==> src/rtl/par_result_port.sv <==
module par_result_port #(
  parameter int RES_W  = 18,
  parameter int BYTE_W = 8
) (
  input  logic             clk,
  input  logic             rst_n,
  input  logic [1:0]       mode,
  input  logic             cs_n,
  input  logic             rd_n,
  input  logic [1:0]       addr,
  input  logic [RES_W-1:0] res_in,
  input  logic             res_load,
  output logic [RES_W-1:0] bus_out,
  output logic [RES_W-1:0] bus_oe
);
  localparam int WORD_W = RES_W - 2;
  localparam int TAIL_W = RES_W - WORD_W;
  localparam int WPAD   = RES_W - WORD_W;
  localparam int BPAD   = RES_W - BYTE_W;

  logic [RES_W-1:0]  hold;
  logic [WORD_W-1:0] word_sel;
  logic [BYTE_W-1:0] byte_sel;
  logic              rd_act;

  always_ff @(posedge clk or negedge rst_n)
    if (!rst_n)        hold <= '0;
    else if (res_load) hold <= res_in;

  assign rd_act = !cs_n && !rd_n;

  assign word_sel = addr[0] ? {hold[TAIL_W-1:0], {(WORD_W-TAIL_W){1'b0}}}
                            : hold[RES_W-1 -: WORD_W];

  always_comb
    case (addr)
      2'd0:    byte_sel = hold[RES_W-1 -: BYTE_W];
      2'd1:    byte_sel = hold[RES_W-1-BYTE_W -: BYTE_W];
      2'd2:    byte_sel = {hold[TAIL_W-1:0], {(BYTE_W-TAIL_W){1'b0}}};
      default: byte_sel = '0;
    endcase

  always_comb begin
    bus_out = '0;
    bus_oe  = '0;
    if (rd_act)
      case (mode)
        2'd0: begin
          bus_out = hold;
          bus_oe  = '1;
        end
        2'd1: begin
          bus_out = {word_sel, {WPAD{1'b0}}};
          bus_oe  = {{WORD_W{1'b1}}, {WPAD{1'b0}}};
        end
        2'd2: begin
          bus_out = {byte_sel, {BPAD{1'b0}}};
          bus_oe  = {{BYTE_W{1'b1}}, {BPAD{1'b0}}};
        end
        default: ;
      endcase
  end

  a_r2_capture: assert property (@(posedge clk) disable iff (!rst_n)
    res_load |=> hold == $past(res_in));
  a_r2_keep: assert property (@(posedge clk) disable iff (!rst_n)
    !res_load |=> $stable(hold));
  a_r3_released: assert property (@(posedge clk) disable iff (!rst_n)
    (cs_n || rd_n) |-> bus_oe == '0);
  a_r8_serial_quiet: assert property (@(posedge clk) disable iff (!rst_n)
    mode == 2'd3 |-> bus_oe == '0);
  a_r9_idle_pins_zero: assert property (@(posedge clk) disable iff (!rst_n)
    (bus_out & ~bus_oe) == '0);
  a_r4_full_width: assert property (@(posedge clk) disable iff (!rst_n)
    (rd_act && mode == 2'd0) |-> bus_out == hold);
endmodule

==> config.mk <==
export PLATFORM = sky130hd
export DESIGN_NAME = par_result_port
export DESIGN_NICKNAME = d
export VERILOG_FILES = /design/src/rtl/par_result_port.sv
export SDC_FILE = /design/constraint.sdc
export NUM_CORES = 1
export LEC_CHECK = 0
export BUFFER_PORTS_ARGS = -buffer_cell sky130_fd_sc_hd__buf_4
export CORE_ASPECT_RATIO = 1.1
export CORE_UTILIZATION = 43
export CTS_CLUSTER_SIZE = 8
export DETAILED_ROUTE_END_ITERATION = 10
export PLACE_DENSITY = 0.79
export RECOVER_POWER = 50
export SYNTH_ARGS = -nofsm -noshare
export SYNTH_HDL_FRONTEND = slang
export SYNTH_SLANG_ARGS = --single-unit
==> constraint.sdc <==
create_clock -name clk -period 1 [get_ports clk]
set_input_delay 0 -clock clk [delete_from_list [all_inputs] [get_ports clk]]
set_output_delay 0 -clock clk [all_outputs]
set_load 0.1 [all_outputs]
==> results of run 1 <==
[logic make-up after synthesis]
family | Yosys count
buf+inv | 20
compound gates | 15
mux | 20
simple gates | 21
flops | 18
[Yosys cell counts (all sizes together)]
cell type	n
a21boi	2
and3	8
nor2	2
buf	18
or2	1
or3	1
inv	2
nor4	1
mux2	18
dfrtp	18
nor3	1
nor2b	1
o21a	1
nand2	2
nand3b	1
a21oi	2
mux2i	2
a211oi	2
o32ai	2
and2	3
a22o	6
[per-stage QoR]
stage	setup TNS, ps	setup slack, ps
floorplan	-9710	-398
global placement	-4100	-178
detailed placement	-4470	-208
==> out/qor.yml, run 1 <==
status: "did not finish"
stop_stage: "clock tree synthesis"
firstError: "[ERROR DPL-0038] Utilization greater than 100%, impossible to legalize"
dp_hpwl_um: 2040
synth_top_family_by_area: "multiplexers"
io_pins: 63
ys_ff_latch: 18
io_buffers: 62
cts_buffers: 3
cts_root_buf: "clkbuf_4"
dp.cells: 184
htreeDepth: 1
synthCells: 94
yosys.area.top_type: "dfrtp_1"
die_x_um: 49.7
synth_cell_types: 24
placed_area_mm2: 0.00173
clockBufferDepth: 2
gp_congestion: 0.823
synth-adder-area-share_pct: 0
yosys-top-cells-area: "dfrtp_1 42%, mux2_2 19%, buf_4 10%"
post_cts_resized: 113
yosysSeqAreaShare_pct: 41.9
post-cts-setup-buffers: 8
synthMuxAreaShare_pct: 20.7
synth-compound-area-share_pct: 11.1
yosysTopAreaCellShare_pct: 41.9
synth_fp_nets: 121
synth-simple-area-share_pct: 13.2
ctsHoldBuffers: 19
dieHeight_um: 54.4
cts_num_sinks: 18
num_rows: 18
synth-xor-area-share_pct: 0
avgSynthCellArea_um2: 11.4
ys_warn_count: 0
initial_utilization_pct: 46.8
synth_area_mm2: 0.00107
==> run 2, diff against run 1 <==
--- a/config.mk
+++ b/config.mk
@@ -6,11 +6,10 @@
 export NUM_CORES = 1
 export LEC_CHECK = 0
 export BUFFER_PORTS_ARGS = -buffer_cell sky130_fd_sc_hd__buf_4
-export CORE_ASPECT_RATIO = 1.1
-export CORE_UTILIZATION = 43
-export CTS_CLUSTER_SIZE = 8
+export CORE_AREA = 2 2 63 65
 export DETAILED_ROUTE_END_ITERATION = 10
-export PLACE_DENSITY = 0.79
+export DIE_AREA = 0 0 65 67
+export PLACE_DENSITY_LB_ADDON = 0.15
 export RECOVER_POWER = 50
 export SYNTH_ARGS = -nofsm -noshare
 export SYNTH_HDL_FRONTEND = slang
==> run 2 against run 1 <==
Compared with the run above: the flow now finishes, with violations (setup timing); area after synthesis stayed put; synthesized cell count stayed put.
==> out/qor.yml, run 2 <==
endpoint: "bus_out[17]"
worst_hold_path_type: "in -> reg"
swShare_pct: 36.4
drt_iter0_drc: 32
ant_nets: 0
grt_max_degree: 19
initial_utilization_pct: 29.8  # -17 points
final_common_cell: "buf_12"
synth_edf_count: 0  # unchanged
synth_commonest_cells: "18 x dfrtp_1, 18 x mux2_2, 15 x buf_4"
yosysTopAreaCellShare_pct: 41.9  # unchanged
drv_slew: 0
drt_wl_total_um: 4690
ys_ff_latch: 18  # unchanged
io_pins: 63  # unchanged
maxSlewHeadroom_pct: 69.3
vias: 1161
drive_gt1_share_pct: 77.6
hold_slack_ps: 206
timing.rr.start: "hold[1]$_DFFE_PN0P_"
async_flop_share_pct: 100  # unchanged
nFillCells: 191
dp_hpwl_um: 2130  # +4.3%
startpoint: "hold[9]$_DFFE_PN0P_"
crit_path_max_fanout: 2
hold_viol: 0
combPwrFrac_pct: 48.3
wl_per_cell_um: 18.8
critPathArrivalTime_ps: 1420
cts_num_sinks: 18  # unchanged
dr.pass1.iters: 4
drc: 0
seqPwrFrac_pct: 31.0
critical-path-slowest-cell: "dfrtp_1"
cts_buffers: 3  # unchanged
fmax_ghz: 0.706
worstPathCellList: "a21boi_1, buf_4, o32ai_4, buf_12"
synth_fp_nets: 121  # unchanged
rsz0062_at_grt: "yes"
status: "complete, but fails checks"
synth_area_mm2: 0.00107  # unchanged
reg2reg_depth: 4
clk_latency_ps: 250
p_int_uw: 1800
grt_usage_pct: 19.9
placed_area_mm2: 0.00176  # +2.2%
cp.required_ps: 1000
antenna_cells: 0
p_clk_share_pct: 20.8
maxCapViolCount: 0
finalCriticalPeriod_ps: 1420
yosys.area.top_type: "dfrtp_1"
tightestPinTransition_ps: 460
r2r-end: "hold[1]$_DFFE_PN0P_"
reg.largest.list: "hold x18"
final_cell_mix: "38 x buf_12, 37 x buf_4, 23 x buf_6"
largest_register_ffs: 18
core_mm2: 0.00361
regToRegSetupSlack_ps: -100
setup_violations: 35
grt_pass1_wl_um: 6440
path_class: "reg -> out"
clock_skew_ps: 0
setup_slack_ps: -417
grt_pass1_vias: 1244
final_net_count: 229
yosysSeqAreaShare_pct: 41.9  # unchanged
power_leakage_uw: 0.00124
p_switching_uw: 1030
clk_pin_slew_ps: 70
avgSynthCellArea_um2: 11.4  # unchanged
synth_cell_types: 24  # unchanged
start_kind: "flop"
clockBufferDepth: 2  # unchanged
pre_cts_ws_ps: -234  # -26.1 ps
cellPowerDensity_mw_per_mm2: 1000
gp_congestion: 0.745  # -9.4%
htreeDepth: 1  # unchanged
final_area_mm2: 0.00281
finish.utilization_pct: 78.0
synthCells: 94  # unchanged
ys_warn_count: 0  # unchanged
crit_path_end_kind: "output port"
regMostFlops: "hold"
yosys-top-cells-area: "dfrtp_1 42%, mux2_2 19%, buf_4 10%"
io_buffers: 62  # unchanged
violations: "setup timing"
cts_root_buf: "clkbuf_8"
num_rows: 22  # +4
cts_tree: "done"
peakVddDrop_mv: 0.746
grt_overflow: 0
dieArea_mm2: 0.00436
dieHeight_um: 67  # +23%
areaGrowthSynthToFinish_pct: 162
vias_per_cell: 4.66
fin_crit_sh_pct: 142
synth_flop_cell: "dfrtp_1"
die_x_um: 65  # +31%
antenna_found_initial: 0
cp_slowest_stage_delay_ps: 400
## run 2: worst max-delay path, delay by kind of cell (launching register included)
kind	cells	cell delay, ps
flip-flops	1	400
AO/OA/AOI/OAI	2	400
buffers and inverters	2	370
## run 2: cells by family (layout without fill, tap and decap cells)
family,count (synthesis),after routing,share of synthesized area [%]
compound gates,15,15,11.1
buf+inv,20,127,13.2
flops,18,18,41.9
mux,20,20,20.7
simple gates,21,21,13.2
## run 2: per-stage QoR
step           instances  power, uW  setup TNS, ps
3_3_place_gp         204       1790          -4440
2_1_floorplan         94       1560          -9710
5_1_grt              249       2940          -5600
6_report             249       2820          -4690
4_1_cts              239       2680          -3470
3_5_place_dp         204       1800          -4930
## run 2: power groups by stage
stage	Clock [uW]	Combinational [uW]	Sequential (uW)
6_report	586	1360	875
5_1_grt	649	1410	882
4_1_cts	595	1210	867
3_5_place_dp	0	921	878
3_3_place_gp	0	912	876
2_1_floorplan	0	696	861
## run 2: worst min-delay path by stage
| stage | from | to | slack, ps | cells past startpoint |
|---|---|---|---|---|
| floorplan | rst_n | hold[0]$_DFFE_PN0P_ | -300 | 0 |
| CTS | rst_n | hold[3]$_DFFE_PN0P_ | 150 | 2 |
| detailed placement | rst_n | hold[14]$_DFFE_PN0P_ | -120 | 1 |
| finish | res_load | hold[1]$_DFFE_PN0P_ | 210 | 2 |
| global placement | rst_n | hold[12]$_DFFE_PN0P_ | -120 | 1 |
| global route | res_load | hold[1]$_DFFE_PN0P_ | 210 | 2 |
## run 2: repair_timing
item | CTS | global route
buffers inserted | 12 | 10
pin swaps | 9 | 8
setup endpoints to repair | 36 | 35
hold endpoints to repair | 36 | 0
resized for setup | 121 | 32
hold buffers | 19 | 0
cloned | 1 | 0
## run 2: routing by layer
metal / wire length [um] / track usage, % / vias up
li1: - / - / 539
met2: 2640 / 39.3 / 54
met5: 0 / 0 / -
met3: 251 / 2.87 / 15
met1: 1580 / 21.0 / 553
met4: 215 / 7.98 / 0
## run 2: area by class of cell
type                    count  area [um2]  share of cell area, %
clock buffers               4        55.1                   1.96
multi-input cells          56         687                   24.4
flip-flops and latches     18         452                   16.1
well taps                  48        60.1                   2.14
inverters                   2        20.0                  0.712
repair buffers            120        1520                   54.1
repair inverters            1        16.3                  0.578
(Power assumes the default switching activity.)
==> run 3, diff against run 2 <==
--- a/config.mk
+++ b/config.mk
@@ -11,6 +11,7 @@
 export DIE_AREA = 0 0 65 67
 export PLACE_DENSITY_LB_ADDON = 0.15
 export RECOVER_POWER = 50
+export SKIP_LAST_GASP = 1
 export SYNTH_ARGS = -nofsm -noshare
 export SYNTH_HDL_FRONTEND = slang
 export SYNTH_SLANG_ARGS = --single-unit
==> run 3 against run 2 <==
Compared with the run above: the run still ends with setup timing left; sequential cell count is the same; via count grew 0.52%; sequential power is essentially flat; first-iteration DRC count grew 47%; critical path type unchanged; critical endpoint is now bus_out[16].
==> out/qor.yml, run 3 (same netlist as run 2, synthesis figures left out) <==
status: "complete, but fails checks"
violations: "setup timing"
grt_max_degree: 19  # unchanged
setup_violations: 36  # +2.9%
vias_per_cell: 4.74  # +1.7%
grt_pass1_wl_um: 6390  # -0.75%
fin_crit_sh_pct: 133  # -8.4 points
dieArea_mm2: 0.00436  # unchanged
cts_tree: "done"
ant_nets: 0  # unchanged
io_buffers: 62  # unchanged
path_class: "reg -> out"
num_rows: 22  # unchanged
crit_path_end_kind: "output port"
reg.largest.list: "hold x18"
final_cell_mix: "38 x buf_4, 36 x buf_12, 22 x buf_6"
reg2reg_depth: 4  # unchanged
drt_iter0_drc: 47  # +47%
start_kind: "flop"
grt_overflow: 0  # unchanged
placed_area_mm2: 0.00176  # unchanged
final_net_count: 226  # -1.3%
drv_slew: 0  # unchanged
finalCriticalPeriod_ps: 1330  # -83.7 ps
drc: 0  # unchanged
antenna_found_initial: 0  # unchanged
drive_gt1_share_pct: 77.3  # -0.34 points
areaGrowthSynthToFinish_pct: 156
final_area_mm2: 0.00275  # -2.1%
clockBufferDepth: 2  # unchanged
setup_tns_ps: -3730  # +966 ps
min_to: "hold[1]$_DFFE_PN0P_"
htreeDepth: 1  # unchanged
nFillCells: 211  # +10%
dp_hpwl_um: 2130  # unchanged
dp.cells: 204  # unchanged
hp-start: "res_load"
r2r-end: "hold[1]$_DFFE_PN0P_"
core_mm2: 0.00361  # unchanged
die_x_um: 65  # unchanged
timing.rr.start: "hold[1]$_DFFE_PN0P_"
fmax_ghz: 0.750  # +6.3%
dr.pass1.iters: 4  # unchanged
cp.required_ps: 1000  # about the same
cts_buffers: 3  # unchanged
cellPowerDensity_mw_per_mm2: 1010  # +0.90%
antenna_cells: 0  # unchanged
maxCapViolCount: 0  # unchanged
clk_pin_slew_ps: 70  # about the same
crit_path_max_fanout: 2  # unchanged
clk_latency_ps: 240  # about the same
pre_cts_ws_ps: -234  # unchanged
setup_slack_ps: -333  # +83.7 ps
fin_cells: 246  # -1.2%
largest_register_ffs: 18  # unchanged
rsz0062_at_grt: "yes"
wl_per_cell_um: 18.4  # -2.0%
regToRegSetupSlack_ps: -100  # about the same
peakVddDrop_mv: 0.758  # +1.6%
initial_utilization_pct: 29.8  # unchanged
drt_wl_total_um: 4540  # -3.2%
clock_skew_ps: 0  # unchanged
gp_congestion: 0.745  # unchanged
critPathArrivalTime_ps: 1330  # -90 ps
cts_root_buf: "clkbuf_8"
dieHeight_um: 67  # unchanged
tightestPinTransition_ps: 464  # +3.57 ps
worst_hold_path_type: "in -> reg"
hold_viol: 0  # unchanged
final_common_cell: "buf_4"
vias: 1167  # +0.52%
grt_pass1_vias: 1273  # +2.3%
hold_path_depth: 2  # unchanged
io_pins: 63  # unchanged
regMostFlops: "hold"
power_leakage_uw: 0.00121  # -1.9%
cts_num_sinks: 18  # unchanged
maxSlewHeadroom_pct: 69.1  # -0.24 points
grt_usage_pct: 19.8  # -0.14 points
## run 3: critical path, cell delays in order, from the launching register on
cell	delay (ps)
dfrtp_1	360
nor2b_4	160
a211oi_2	50
o32ai_4	300
buf_12	210
## run 3: final cells by class
class / count / area [um2] / share of cell area, %
timing repair buffer: 117 / 1460 / 53.2
tap: 48 / 60.1 / 2.18
multi-input combinational: 56 / 687 / 24.9
clock buffer: 4 / 55.1 / 2.00
inverter: 2 / 20.0 / 0.727
sequential: 18 / 452 / 16.4
timing repair inverter: 1 / 16.3 / 0.591
## run 3: timing repair
action                                  in CTS  in global routing
setup buffers                               12                  9
hold buffers                                19                  0
endpoints found under the hold margin       36                  0
cloned                                       1                  0
gates resized for setup                    118                 27
endpoints found under the setup margin      36                 35
pin swaps                                    8                  8
## run 3: how the worst max path moves through the flow
stage	depth (start not counted)	from	slack, ps	to
6_report	4	hold[16]$_DFFE_PN0P_	-330	bus_out[16]
3_3_place_gp	5	mode[1]	-210	bus_out[7]
3_5_place_dp	5	mode[1]	-230	bus_out[7]
2_1_floorplan	3	mode[1]	-400	bus_out[0]
4_1_cts	4	hold[1]$_DFFE_PN0P_	-360	bus_out[17]
5_1_grt	4	hold[16]$_DFFE_PN0P_	-400	bus_out[16]
## run 3: power by group
group / internal, uW / leakage (uW) / switching, uW / total, uW
Clock: 349 / 0.0000288 / 237 / 586
Sequential: 802 / 0.000209 / 69.5 / 872
Combinational: 621 / 0.000975 / 710 / 1330
## run 3: metal layers
metal | part of all wire [%] | global-route usage, % | routed length (um)
met4 | 4.5 | 10.1 | 205
met5 | 0 | 0 | 0
met3 | 5.1 | 3.21 | 232
met1 | 34 | 20.3 | 1520
met2 | 57 | 38.3 | 2580
## run 3: through the flow
stage	util [%]	power [uW]	hold slack, ps
global placement	48.9	1790	-117
floorplan	-	1560	-296
detailed placement	48.9	1800	-117
finish	76.4	2790	202
global route	76.4	2910	201
CTS	71.9	2670	154
